`src/rtl/bank_addr_gen.sv`:
```
module bank_addr_gen #(
  parameter int BLK_W = 4,
  parameter int OFS_W = 8
) (
  input  logic                   clk,
  input  logic                   rst_n,
  input  logic [OFS_W-1:0]       operand,
  input  logic [1:0]             mode,
  input  logic                   fetch_ph,
  input  logic                   exec_ph,
  input  logic                   pc_inc,
  input  logic                   pc_load,
  input  logic                   blk_sel,
  input  logic                   far_load,
  output logic [BLK_W+OFS_W-1:0] addr,
  output logic                   mem_en
);
  localparam int ADDR_W = BLK_W + OFS_W;
  localparam logic [1:0] M_IMM = 2'b00;
  localparam logic [1:0] M_REL = 2'b01;
  localparam logic [1:0] M_ABS = 2'b10;

  logic [OFS_W-1:0] pc_q;
  logic [BLK_W-1:0] blk_q;
  logic [OFS_W-1:0] far_q;
  logic [BLK_W-1:0] far_blk;

  assign far_blk = far_q[OFS_W-1 -: BLK_W];

  always_ff @(posedge clk or negedge rst_n) begin
    if (!rst_n) begin
      pc_q <= '0;
    end else if (pc_load) begin
      pc_q <= operand;
    end else if (pc_inc) begin
      pc_q <= pc_q + 1'b1;
    end
  end

  always_ff @(posedge clk or negedge rst_n) begin
    if (!rst_n) begin
      blk_q <= '0;
    end else if (blk_sel) begin
      blk_q <= operand[BLK_W-1:0];
    end
  end

  always_ff @(posedge clk or negedge rst_n) begin
    if (!rst_n) begin
      far_q <= '0;
    end else if (far_load) begin
      far_q <= operand;
    end
  end

  always_comb begin
    addr   = '0;
    mem_en = 1'b0;
    if (fetch_ph) begin
      addr   = {blk_q, pc_q};
      mem_en = 1'b1;
    end else if (exec_ph) begin
      unique case (mode)
        M_REL: begin
          addr   = {blk_q, operand};
          mem_en = 1'b1;
        end
        M_ABS: begin
          addr   = {far_blk, operand};
          mem_en = 1'b1;
        end
        default: begin
          addr   = {ADDR_W{1'b0}};
          mem_en = 1'b0;
        end
      endcase
    end
  end

  logic unused_imm;
  assign unused_imm = (M_IMM == 2'b00);
endmodule


```
`config.mk`:
```
export PLATFORM = sky130hd
export DESIGN_NAME = bank_addr_gen
export DESIGN_NICKNAME = d
export VERILOG_FILES = /design/src/rtl/bank_addr_gen.sv
export SDC_FILE = /design/constraint.sdc
export NUM_CORES = 1
export LEC_CHECK = 0
export CAP_MARGIN = 20
export CORE_ASPECT_RATIO = 0.9
export CORE_MARGIN = 3
export CORE_UTILIZATION = 55
export DETAILED_ROUTE_END_ITERATION = 10
export DONT_BUFFER_PORTS = 1
export PLACE_DENSITY = 0.77
export SYNTH_ARGS = -nofsm -noshare
export SYNTH_HDL_FRONTEND = slang
export SYNTH_SLANG_ARGS = --single-unit
```
`constraint.sdc`:
```
create_clock -name clk -period 3.79 [get_ports clk]
set_input_delay 0.5685 -clock clk [delete_from_list [all_inputs] [get_ports clk]]
set_output_delay 0.5685 -clock clk [all_outputs]
set_load 0.1 [all_outputs]
```
# After elaboration in Yosys (flattened, before gate mapping)
# Cells that the tools add are included.
[classes]
n_addsub = 1
n_reduce_logical = 2
mux = 8
n_eq_ne = 2
[op_table]
columns = ["cell", "n"]
rows = [
  ["two-way mux 12 bit", 2],
  ["case mux 12 bit (2 select lines)", 1],
  ["two-way mux 8 bit", 2],
  ["adder 8 x 1 -> 8 bit, second input constant", 1],
  ["two-way mux 1 bit", 3],
  ["equality test 2 x 1 -> 1 bit, second input constant", 1],
  ["equality test 2 bit, second input constant", 1],
  ["nonzero test 2 bit", 1],
  ["OR reduction 2 bit", 1],
]
[word_totals]
register_bits = 20
word_cells = 16
out_inout_bits = 13

# Longest topological paths before layout
[depth]
depth_word = 5
ltp_mapped = 5
depth_no_buf = 5

# Worst setup path after synthesis
# No wires, ideal clock.
[synth_timing]
kind = "input to output"
startpoint = "input port mode[0]"
endpoint = "output port addr[9]"
stages = 4
path_slack_ns = -0.018
n_path_buf = 0
arrival_ns = 3.240
cell_sequence = "inv_1 > ha_1 > nand2b_1 > o21ai_0"
[synth_via]
elab_chain_len = 4
[synth_rtl]
columns = ["element", "line_no", "source"]
rows = [
  ["start, declared", "8", "input logic [1:0] mode,"],
  ["equality test 2 bit / equality test 2 x 1 -> 1 bit (equally long branches)", "63", "unique case (mode)"],
  ["case mux 12 bit (2 select lines) (*)", "63", ""],
  ["two-way mux 12 bit (*)", "62", "end else if (exec_ph) begin"],
  ["two-way mux 12 bit (*)", "59", "if (fetch_ph) begin"],
  ["end, declared", "15", "output logic [BLK_W+OFS_W-1:0] addr,"],
]
# Mark *: on every way between the ends. The rest lies on a longest branch, timed or not.

# Worst setup path in the final report
[layout_timing]
startpoint = "input port mode[0]"
endpoint = "output port addr[3]"
# Same word-level chain as after synthesis.

==> impl_metrics.tcl <==
set metrics [dict create \
    rsz0062_at_grt "no" \
    crit_type "in2out" \
    status "finished clean" \
    setup-tns-final_ns 0 \
    clk_latency_ns 0.28 \
    dr.pass1.iters 4 \
    drive_gt1_frac 0.255 \
    period_needed_ns 2.80 \
    nets 133 \
    clk_pin_slew_worst_paths_ns 0.09 \
    antenna_cells 0 \
    cp.required_ns 3.22 \
    synth-seq-cells 16 \
    clock-root-buffer "clkbuf_4" \
    area_growth_pct 13.9 \
    hold_slack_ns 0.374 \
    synthCells 100 \
    hold_viol 0 \
    design.die.area_um2 2280 \
    leakagePower_uw 0.000475 \
    post_cts_buffers 0 \
    layout_commonest_cell "dfrtp_1" \
    grt.total_usage 0.211 \
    postCtsHoldBufs 1 \
    cts_buffer_depth 2 \
    p_per_area_nw_per_um2 428 \
    grt_pass1_wl_um 3500 \
    grt_pass1_vias 785 \
    clock-skew-final_ns 0.00365 \
    max_clock_freq_mhz 357 \
    fin_crit_sh 0.739 \
    cts_buffers 3 \
    core_um2 1550 \
    nFillCells 122 \
    ant_nets 0 \
    cts.sinks 16 \
    routed_via_density 6.25 \
    antenna_found_initial 0 \
    yosysWarnings 0 \
    setup_viol 0 \
    synth_fp_nets 121 \
    via_count 825 \
    drt-initial-drc-count 18 \
    syn_area_um2 957 \
    initial_utilization 0.619 \
    cts_resized 0 \
    cp_max_fo 8 \
    min_path_type "in2reg" \
    dpl.hpwl_um 1720 \
    regArea_um2 400 \
    htree_levels 1 \
    synthDistinctLibCells 26 \
    ys_seq_area_frac 0.418 \
    crit_path_end_kind "output port" \
    rows 13 \
    ff2ff_setup_slack_ns 2.44 \
    vdd_drop_max_v 0.000258 \
    tightest_slew_ns 1.01 \
    ios 31 \
    postRouteWirelength_um 2170 \
    layout_common_cells "dfrtp_1 (16), nand2_1 (15), buf_4 (11)" \
    cp-start-kind "input port" \
    grt_max_degree 20 \
    drv_cap 0 \
    portBuffers 0 \
    slew_viol_final 0 \
    cts_tree "yes" \
    drc 0 \
    relSlewSlack 0.330 \
    multi_input_area_um2 532 \
    cp.arrival_ns 2.23 \
    die_h_um 45.6 \
    synth_area_per_cell_um2 9.57 \
    wl_per_cell_um 16.4 \
    gr-total-overflow 0 \
    gp_congestion 0.793 \
    die_x_um 50.0 \
]
==> worst paths after layout <==
check                              start       end  cells past startpoint
max in group asynchronous          rst_n   pc_q[1]                      1
worst min-delay path             blk_sel  blk_q[2]                      1
worst min register to register  far_q[4]  far_q[4]                      1
worst max register to register   pc_q[0]   pc_q[6]                      4
min in group asynchronous          rst_n  blk_q[2]                      1
worst max-delay path             mode[0]   addr[3]                      5
==> critical path: stages <==
cell and delay (ns):
inv_1 0.03, ha_1 0.29, nand2b_1 0.29, nor3_2 0.48
a22o_2 0.57
==> flip-flops by register name, indices dropped and copies added (netlist names) <==
register,flops
pc_q,8
blk_q,4
far_q,4
==> layout make-up <==
type | instances | area share
multi-input cells | 75 | 0.488
flip-flops and latches | 16 | 0.367
repair buffers | 12 | 0.0850
well taps | 22 | 0.0253
clock buffers | 3 | 0.0207
inverters | 4 | 0.0138
==> per-stage QoR <==
stage	total power, uW	instances	setup WS (ns)	util	instance area [um^2]
after floorplan	353	100	0.626	-	957
after global placement	376	128	1.05	0.684	1060
after detailed placement	379	128	0.985	0.684	1060
after CTS	470	132	0.982	0.705	1090
after global routing	492	132	0.859	0.705	1090
final	467	132	0.987	0.705	1090
==> cells in the mapped netlist <==
cell	number	area, um^2
a22o_1	7	61.3
a22o_2	1	10.0
a22oi_1	3	22.5
a31oi_1	1	6.26
buf_2	1	5.00
buf_6	1	11.3
clkbuf_1	3	11.3
dfrtp_1	16	400
ha_1	3	37.5
inv_1	4	15.0
mux2_2	7	78.8
mux2i_1	1	10.0
nand2_1	15	56.3
nand2b_1	2	12.5
nand3_1	5	25.0
nand4_1	3	18.8
nand4_2	1	12.5
nor2_1	1	3.75
nor2b_1	4	25.0
nor3_2	1	10.0
o21ai_0	8	40.0
o21ai_1	4	20.0
o22ai_1	1	6.26
or4_1	3	22.5
xnor2_1	1	8.76
xor2_1	3	26.3
==> layer usage <==
layer / vias up / GRT usage / part of all wire
li1: 385 / - / -
met2: 37 / 0.367 / 0.48
met4: 0 / 0.116 / 0.015
met5: - / 0 / 0
met3: 4 / 0.0557 / 0.10
met1: 399 / 0.241 / 0.40
==> cell families after synthesis <==
family / after synthesis / share of synthesized area
compound gates: 25 / 0.174
fa+ha+maj: 3 / 0.0392
buf+inv: 9 / 0.0444
xor+xnor: 4 / 0.0366
flops: 16 / 0.418
mux: 8 / 0.0928
simple gates: 35 / 0.195
==> where the power goes <==
| part | total, uW | switching, uW | leakage (uW) | internal (uW) |
|---|---|---|---|---|
| logic | 171 | 125 | 0.000270 | 46.4 |
| registers | 208 | 19.7 | 0.000191 | 188 |
| clock network | 87.3 | 50.4 | 0.0000138 | 36.9 |
| total | 467 | 195 | 0.000475 | 272 |
Power figures use the tool's default switching activity.
